==> config.mk <==
export PLATFORM = sky130hd
export DESIGN_NAME = i2s_rx_buffered
export DESIGN_NICKNAME = d
export VERILOG_FILES = /design/src/rtl/i2s_rx_pkg.sv /design/src/rtl/i2s_rx_clk.sv /design/src/rtl/i2s_rx_deser.sv /design/src/rtl/i2s_rx_bufctl.sv /design/src/rtl/i2s_rx_buffered.sv
export SDC_FILE = /design/constraint.sdc
export NUM_CORES = 1
export LEC_CHECK = 0
export BUFFER_PORTS_ARGS = -buffer_cell sky130_fd_sc_hd__buf_2
export CELL_PAD_IN_SITES_DETAIL_PLACEMENT = 1
export CELL_PAD_IN_SITES_GLOBAL_PLACEMENT = 1
export CORE_ASPECT_RATIO = 2
export CORE_MARGIN = 5
export CORE_UTILIZATION = 52
export DETAILED_ROUTE_END_ITERATION = 16
export HOLD_SLACK_MARGIN = 0.05
export PLACE_DENSITY_LB_ADDON = 0.1
export SLEW_MARGIN = 10
export SYNTH_ARGS = -nofsm -noshare
export SYNTH_HDL_FRONTEND = slang
export SYNTH_SLANG_ARGS = --single-unit
==> constraint.sdc <==
create_clock -name clk -period 6.1 [get_ports clk]
set_clock_uncertainty 0.2 [all_clocks]
set_input_delay 0.915 -clock clk [delete_from_list [all_inputs] [get_ports clk]]
set_output_delay 0.915 -clock clk [all_outputs]
set_load 0.01 [all_outputs]
==> src/rtl/i2s_rx_pkg.sv <==
package i2s_rx_pkg;
    localparam int BUS_W     = 32;
    localparam int ADR_W     = 6;
    localparam int MAX_RES   = 24;
    localparam int SLOT_BITS = 32;
    localparam int FRAMES    = 16;
    localparam int PTR_W     = $clog2(FRAMES);
    localparam int BUF_AW    = PTR_W + 1;
    localparam int SLOT_W    = $clog2(SLOT_BITS);
    localparam int CNT_W     = SLOT_W + 1;

    typedef enum logic [1:0] {
        REG_IDENT  = 2'd0,
        REG_CONFIG = 2'd1,
        REG_MASK   = 2'd2,
        REG_STATUS = 2'd3
    } reg_sel_e;

    typedef struct packed {
        logic [7:0] res_code;
        logic       enable;
    } cfg_t;

    typedef struct packed {
        logic               valid;
        logic               right;
        logic [MAX_RES-1:0] data;
    } sample_t;

    function automatic logic [BUS_W-1:0] ident_word(input bit master);
        return master ? 32'h0000_01B1 : 32'h0000_0191;
    endfunction

    function automatic logic [CNT_W-1:0] res_bits(input logic [7:0] code);
        case (code)
            8'd16:   return CNT_W'(16);
            8'd20:   return CNT_W'(20);
            default: return CNT_W'(24);
        endcase
    endfunction

    function automatic logic [MAX_RES-1:0] low_mask(input logic [CNT_W-1:0] n);
        logic [MAX_RES-1:0] m;
        for (int i = 0; i < MAX_RES; i++) m[i] = (i < int'(n));
        return m;
    endfunction
endpackage

==> src/rtl/i2s_rx_clk.sv <==
module i2s_rx_clk
    import i2s_rx_pkg::*;
#(
    parameter int MASTER   = 1,
    parameter int HALF_DIV = 4
) (
    input  logic clk,
    input  logic rst,
    input  logic sck_in,
    input  logic ws_in,
    input  logic sd_in,
    output logic sck_out,
    output logic ws_out,
    output logic rise,
    output logic ws_s,
    output logic sd_s
);
    logic sck_q, ws_q;

    generate
        if (MASTER != 0) begin : g_master
            localparam int DIV_W = $clog2(HALF_DIV + 1);
            logic [DIV_W-1:0]  div_cnt;
            logic [SLOT_W-1:0] bit_cnt;

            always_ff @(posedge clk) begin
                if (rst) begin
                    div_cnt <= '0;
                    bit_cnt <= '0;
                    sck_q   <= 1'b0;
                    ws_q    <= 1'b0;
                end else if (div_cnt == DIV_W'(HALF_DIV - 1)) begin
                    div_cnt <= '0;
                    sck_q   <= ~sck_q;
                    if (sck_q) begin
                        bit_cnt <= bit_cnt + 1'b1;
                        if (bit_cnt == SLOT_W'(SLOT_BITS - 1)) ws_q <= ~ws_q;
                    end
                end else begin
                    div_cnt <= div_cnt + 1'b1;
                end
            end

            // word select moves only together with a falling bit clock
            p_ws_on_fall_r11: assert property (@(posedge clk) disable iff (rst)
                (ws_q != $past(ws_q)) |-> ($past(sck_q) && !sck_q));
        end else begin : g_slave
            assign sck_q = 1'b0;
            assign ws_q  = 1'b0;
        end
    endgenerate

    logic       src_sck, src_ws;
    logic [2:0] sck_sy;
    logic [1:0] ws_sy, sd_sy;

    assign src_sck = (MASTER != 0) ? sck_q : sck_in;
    assign src_ws  = (MASTER != 0) ? ws_q  : ws_in;

    always_ff @(posedge clk) begin
        if (rst) begin
            sck_sy <= '0;
            ws_sy  <= '0;
            sd_sy  <= '0;
        end else begin
            sck_sy <= {sck_sy[1:0], src_sck};
            ws_sy  <= {ws_sy[0], src_ws};
            sd_sy  <= {sd_sy[0], sd_in};
        end
    end

    assign rise    = sck_sy[1] & ~sck_sy[2];
    assign ws_s    = ws_sy[1];
    assign sd_s    = sd_sy[1];
    assign sck_out = sck_q;
    assign ws_out  = ws_q;
endmodule

==> src/rtl/i2s_rx_deser.sv <==
module i2s_rx_deser
    import i2s_rx_pkg::*;
(
    input  logic       clk,
    input  logic       rst,
    input  logic       enable,
    input  logic [7:0] res_code,
    input  logic       rise,
    input  logic       ws_s,
    input  logic       sd_s,
    output sample_t    smp
);
    logic               prev_ws, armed, chan;
    logic [CNT_W-1:0]   bit_cnt, res_n;
    logic [MAX_RES-1:0] shreg, shifted;

    assign res_n   = res_bits(res_code);
    assign shifted = {shreg[MAX_RES-2:0], sd_s};

    always_ff @(posedge clk) begin
        if (rst) begin
            prev_ws <= 1'b0;
            armed   <= 1'b0;
            chan    <= 1'b0;
            bit_cnt <= '0;
            shreg   <= '0;
            smp     <= '0;
        end else begin
            smp.valid <= 1'b0;
            if (!enable) armed <= 1'b0;
            if (rise) begin
                prev_ws <= ws_s;
                if (ws_s != prev_ws) begin
                    // this bit is the previous slot's LSB; the new slot starts next
                    bit_cnt <= '0;
                    chan    <= ws_s;
                    if (!ws_s && enable) armed <= 1'b1;
                end else if (bit_cnt < res_n) begin
                    shreg   <= shifted;
                    bit_cnt <= bit_cnt + 1'b1;
                    if ((bit_cnt == res_n - 1'b1) && armed && enable) begin
                        smp.valid <= 1'b1;
                        smp.right <= chan;
                        smp.data  <= shifted & low_mask(res_n);
                    end
                end
            end
        end
    end
endmodule

==> src/rtl/i2s_rx_bufctl.sv <==
module i2s_rx_bufctl
    import i2s_rx_pkg::*;
(
    input  logic               clk,
    input  logic               rst,
    input  logic               enable,
    input  sample_t            smp,
    output logic               wr_en,
    output logic [BUF_AW-1:0]  wr_addr,
    output logic [MAX_RES-1:0] wr_data,
    output logic [1:0]         half_done
);
    logic [PTR_W-1:0] ptr;

    assign wr_en   = smp.valid & enable;
    assign wr_addr = {ptr, smp.right};
    assign wr_data = smp.data;

    always_ff @(posedge clk) begin
        if (rst) begin
            ptr       <= '0;
            half_done <= '0;
        end else begin
            half_done <= '0;
            if (!enable) begin
                ptr <= '0;
            end else if (smp.valid && smp.right) begin
                ptr <= ptr + 1'b1;
                if (ptr == PTR_W'(FRAMES / 2 - 1)) half_done[0] <= 1'b1;
                if (ptr == PTR_W'(FRAMES - 1))     half_done[1] <= 1'b1;
            end
        end
    end

    // disabled reception parks the write position at frame 0
    p_ptr_park_r10: assert property (@(posedge clk) disable iff (rst)
        !enable |=> (ptr == '0));
    // completing the last frame brings the position back to frame 0
    p_wrap_r9: assert property (@(posedge clk) disable iff (rst)
        (enable && smp.valid && smp.right && ptr == PTR_W'(FRAMES - 1)) |=> (ptr == '0));
endmodule

==> src/rtl/i2s_rx_buffered.sv <==
module i2s_rx_buffered
    import i2s_rx_pkg::*;
#(
    parameter int MASTER   = 1,
    parameter int HALF_DIV = 4
) (
    input  logic             clk,
    input  logic             rst,
    input  logic             bus_cyc,
    input  logic             bus_stb,
    input  logic             bus_we,
    input  logic [ADR_W-1:0] bus_adr,
    input  logic [BUS_W-1:0] bus_wdat,
    output logic [BUS_W-1:0] bus_rdat,
    output logic             bus_ack,
    output logic             irq,
    input  logic             sck_in,
    input  logic             ws_in,
    input  logic             sd_in,
    output logic             sck_out,
    output logic             ws_out
);
    localparam int WORDS = 2 * FRAMES;

    cfg_t               cfg;
    logic [1:0]         mask, status, half_done;
    logic               rise, ws_s, sd_s, wr_en;
    logic [BUF_AW-1:0]  wr_addr;
    logic [MAX_RES-1:0] wr_data;
    logic [MAX_RES-1:0] buf_mem [WORDS];
    sample_t            smp;
    logic               req, reg_wr, is_buf;
    logic [BUS_W-1:0]   rd_mux;

    i2s_rx_clk #(.MASTER(MASTER), .HALF_DIV(HALF_DIV)) u_clk (
        .clk(clk), .rst(rst), .sck_in(sck_in), .ws_in(ws_in), .sd_in(sd_in),
        .sck_out(sck_out), .ws_out(ws_out), .rise(rise), .ws_s(ws_s), .sd_s(sd_s)
    );

    i2s_rx_deser u_deser (
        .clk(clk), .rst(rst), .enable(cfg.enable), .res_code(cfg.res_code),
        .rise(rise), .ws_s(ws_s), .sd_s(sd_s), .smp(smp)
    );

    i2s_rx_bufctl u_bufctl (
        .clk(clk), .rst(rst), .enable(cfg.enable), .smp(smp),
        .wr_en(wr_en), .wr_addr(wr_addr), .wr_data(wr_data), .half_done(half_done)
    );

    always_ff @(posedge clk) begin
        if (wr_en) buf_mem[wr_addr] <= wr_data;
    end

    assign req    = bus_cyc & bus_stb & ~bus_ack;
    assign is_buf = bus_adr[ADR_W-1];
    assign reg_wr = req & bus_we & ~is_buf & (bus_adr[ADR_W-2:2] == '0);

    always_comb begin
        rd_mux = '0;
        if (is_buf) begin
            rd_mux = BUS_W'(buf_mem[bus_adr[BUF_AW-1:0]]);
        end else if (bus_adr[ADR_W-2:2] == '0) begin
            case (reg_sel_e'(bus_adr[1:0]))
                REG_IDENT:  rd_mux = ident_word(MASTER != 0);
                REG_CONFIG: rd_mux = {8'h00, cfg.res_code, 15'h0000, cfg.enable};
                REG_MASK:   rd_mux = {30'h0, mask};
                REG_STATUS: rd_mux = {30'h0, status};
                default:    rd_mux = '0;
            endcase
        end
    end

    always_ff @(posedge clk) begin
        if (rst) begin
            bus_ack  <= 1'b0;
            bus_rdat <= '0;
            cfg      <= '0;
            mask     <= '0;
            status   <= '0;
        end else begin
            bus_ack <= req;
            if (req && !bus_we) bus_rdat <= rd_mux;
            if (reg_wr && bus_adr[1:0] == REG_CONFIG)
                cfg <= '{res_code: bus_wdat[23:16], enable: bus_wdat[0]};
            if (reg_wr && bus_adr[1:0] == REG_MASK)
                mask <= bus_wdat[1:0];
            status <= (status & ~((reg_wr && bus_adr[1:0] == REG_STATUS) ? bus_wdat[1:0] : 2'b00))
                      | half_done;
        end
    end

    assign irq = |(status & mask);

    // acknowledge is a single-cycle pulse
    p_ack_pulse_r1: assert property (@(posedge clk) disable iff (rst)
        bus_ack |=> !bus_ack);
    // a finished lower half shows up in status bit 0 on the next cycle
    p_half_set_r6: assert property (@(posedge clk) disable iff (rst)
        half_done[0] |=> status[0]);
    // writing a one clears the bit unless a new completion coincides
    p_w1c_r7: assert property (@(posedge clk) disable iff (rst)
        (reg_wr && bus_adr[1:0] == REG_STATUS && bus_wdat[1] && !half_done[1]) |=> !status[1]);
endmodule

==> flow_summary_export.csv <==
group,metric,value,unit
power,power-per-cell-area,314,nW/µm²
worst_hold_path,min_from,"u_clk.g_master.div_cnt[0]",
clocking,postCtsHoldBufs,0,
floorplanning,num_rows,132,
setup_path,worstPathRequired,6.37,ns
synthesis,syn_area,34000,µm²
setup_path,cp-startpoint,"cfg[4]",
clocking,clk_latency,0.63,ns
final_layout,stdcell_area,37900,µm²
setup_path,reg2reg_to,"u_deser.smp[12]",
final_layout,drive_gt1_share,23.6,%
final_layout,n_antenna_cell,0,
global_routing,track_usage,25.1,%
place,hpwl,53000,µm
final_layout,fin_nets,1914,
clocking,cts_buffers,75,
synthesis,yosys_warnings,0,
timing,setup_tns,0,ns
synthesis,syn_area_per_cell,18.9,µm²
final_layout,fillers,5637,
drt,num_vias,17300,
worst_hold_path,min_path_type,"reg -> reg",
clocking,clock-root-buffer,"clkbuf_16",
global_routing,grt_max_degree,93,
floorplanning,io_pins,82,
setup_path,crit_fanout,25,
drt,initialDrtViolationCount,1359,
global_routing,overflow,0,
synthesis,synth-async-reset-ratio,0,%
setup_path,crit_end,"u_deser.smp[12]",
clocking,post_cts_buffers,0,
timing,holdWs,0.232,ns
synthesis,synthDistinctLibCells,64,
power,ir_drop,0.000232,V
timing,hold_viol,0,
place,place_area,35400,µm²
floorplanning,die_h,372,µm
clocking,clk_pin_slew,0.07,ns
timing,period_share,63.4,%
clocking,clkSinkCount,887,
place,dp_cells,2654,
synthesis,synth-edff-count,768,
global_routing,grt_pass1_vias,18800,
clocking,cts_tree,"done",
clocking,cts_resized,0,
final_layout,regArea,25400,µm²
synthesis,ys_ff_latch,887,
global_routing,grt_pass1_wl,128000,µm
setup_path,worst-setup-path-type,"reg -> reg",
floorplanning,dieArea,71000,µm²
timing,post-route-min-period,3.87,ns
setup_path,r2r_setup_slack,2.23,ns
run_status,outcome,"finished clean",
global_routing,antenna_found_initial,1,
drt,wire_per_inst,31.3,µm
drt,vias_per_cell,6.22,
clocking,clk_path_buf_depth,3,
drt,routed_wl,87200,µm
synthesis,yosysSeqAreaShare,74.7,%
synthesis,ys.flop_type,"edfxtp_1",
setup_path,crit_path_end_kind,"flop",
floorplanning,start_util,52.5,%
power,p_leak,0.0120,µW
timing,drv_slew,0,
drt,drcViolationCount,0,
drt,first_pass_iters,5,
timing,setup-violations-final,0,
clocking,h-tree-depth,3,
flow_run,drv_cap,0,
setup_path,crit_arrival,4.14,ns
setup_path,r2r_cells,9,
timing,fmax,0.259,GHz
timing,relSlewSlack,17.4,%
setup_path,regToRegStartpoint,"cfg[4]",
timing,rsz0062_at_grt,"false",
floorplanning,core,64900,µm²
place,gp_congestion,0.788,
final_layout,area_growth,11.3,%
place,placement.io_buffers,49,
drt,postRouteAntennaNets,0,
timing,worst_pin_slew,1.24,ns
synthesis,syn_inst,1798,
final_layout,layout.cells.non_filler,2787,
floorplanning,fp.dieW,191,µm
final_layout,multi_input_area,8190,µm²
setup_path,startpoint_type,"flop",
Yosys cell counts, types with 5 or more instances:
library cell,count,area (µm²)
nand4b_1,5,43.8
mux2_2,8,90.1
and3_1,6,37.5
buf_1,5,18.8
o21ai_0,36,180
o22ai_1,16,100
ha_1,8,100
clkbuf_1,36,135
buf_6,13,146
nor2b_1,17,106
a22o_1,10,87.6
xor2_1,6,52.6
a311oi_1,5,43.8
mux4_2,195,4390
dfxtp_1,119,2380
nor2_1,84,315
buf_2,34,170
edfxtp_1,768,23100
mux2i_1,34,340
nand4_1,7,43.8
buf_4,22,165
nor3_1,19,95.1
nand3_1,47,235
inv_1,9,33.8
a21oi_1,73,365
or3_1,7,43.8
nand2b_1,6,37.5
o2bb2ai_1,5,43.8
nand2_1,96,360
a22oi_1,32,240
a211oi_1,15,113
cells by family (layout without fill, tap and decap cells):
logic type / count (synthesis) / count (layout) / synth area share, %
AO/OA/AOI/OAI: 216 / 216 / 4.05
XOR/XNOR: 10 / 10 / 0.257
adder cells (fa/ha/maj): 8 / 8 / 0.294
buffers and inverters: 119 / 230 / 1.97
flip-flops: 887 / 887 / 74.7
multiplexers: 238 / 238 / 14.2
other: 1 / 8 / 0.0110
AND/OR/NAND/NOR: 319 / 319 / 4.49
cell type report:
class	instances	share of cell area [%]
repair buffers	88	1.61
clock buffers	93	5.41
multi-input cells	799	21.6
clock inverters	40	1.26
flip-flops and latches	887	67.2
inverters	9	0.0891
well taps	871	2.88
report_power, final:
group          switching [µW]  total, µW  internal, µW
combinational             234        409           175
sequential               8.80       6510          6500
clock                    2180       5000          2820
total                    2420      11900          9490
stage by stage:
stage | worst slack (ns) | power [µW] | util [%]
CTS | 2.22 | 12000 | 58.4
detailed placement | 2.21 | 7050 | 54.5
global route | 2.01 | 12300 | 58.4
global placement | 2.28 | 7050 | 54.5
finish | 2.23 | 11900 | 58.4
floorplan | 3.07 | 6930 | -
how the worst min path moves through the flow:
stage,endpoint,slack [ns],cells after the start
after global placement,u_clk.g_master.div_cnt[0],0.21,1
after floorplan,u_clk.g_master.div_cnt[0],0.20,1
final,u_clk.g_master.div_cnt[0],0.23,1
after global routing,u_clk.g_master.div_cnt[0],0.25,1
after detailed placement,u_clk.g_master.div_cnt[0],0.22,1
after CTS,u_clk.g_master.div_cnt[0],0.23,1
worst max-delay path: stages (launching register included):
cell and delay [ns]:
dfxtp_1 0.36, or4b_4 0.58, or2_2 0.37, nor2_1 0.12, ha_1 0.27, nor2b_1 0.12
and4_1 0.24, nand4_1 0.80, o21ai_0 0.54, a21oi_1 0.11
layout by cell type, fill, tap and decap left out, types with 26 or more instances in the layout:
master / count
edfxtp_1: 768
mux4_2: 195
dfxtp_1: 115
nand2_1: 96
clkbuf_16: 79
a21oi_1: 73
nor2_1: 52
nand3_1: 47
buf_2: 46
o21ai_0: 36
buf_4: 36
mux2i_1: 33
a22oi_1: 32
nor2_4: 26
routing by layer:
| metal | routed length, µm | vias to the layer above | GRT usage [%] | share of wire, % |
|---|---|---|---|---|
| li1 | - | 7376 | - | - |
| met1 | 31700 | 9248 | 30.8 | 36 |
| met2 | 48100 | 571 | 46.2 | 55 |
| met3 | 4680 | 138 | 3.31 | 5.4 |
| met4 | 2710 | 0 | 8.09 | 3.1 |
| met5 | 0 | - | 0 | 0 |
registers in the layout, summed over array words and instances (netlist names), 4 cells and up:
signal                  flops
u_deser.smp                26
cfg                         9
bus_rdat                   24
u_deser.shreg              23
u_clk.g_master.bit_cnt      5
u_bufctl.ptr                4
buf_mem                   768
u_deser.bit_cnt             6
(Power assumes the default switching activity.)
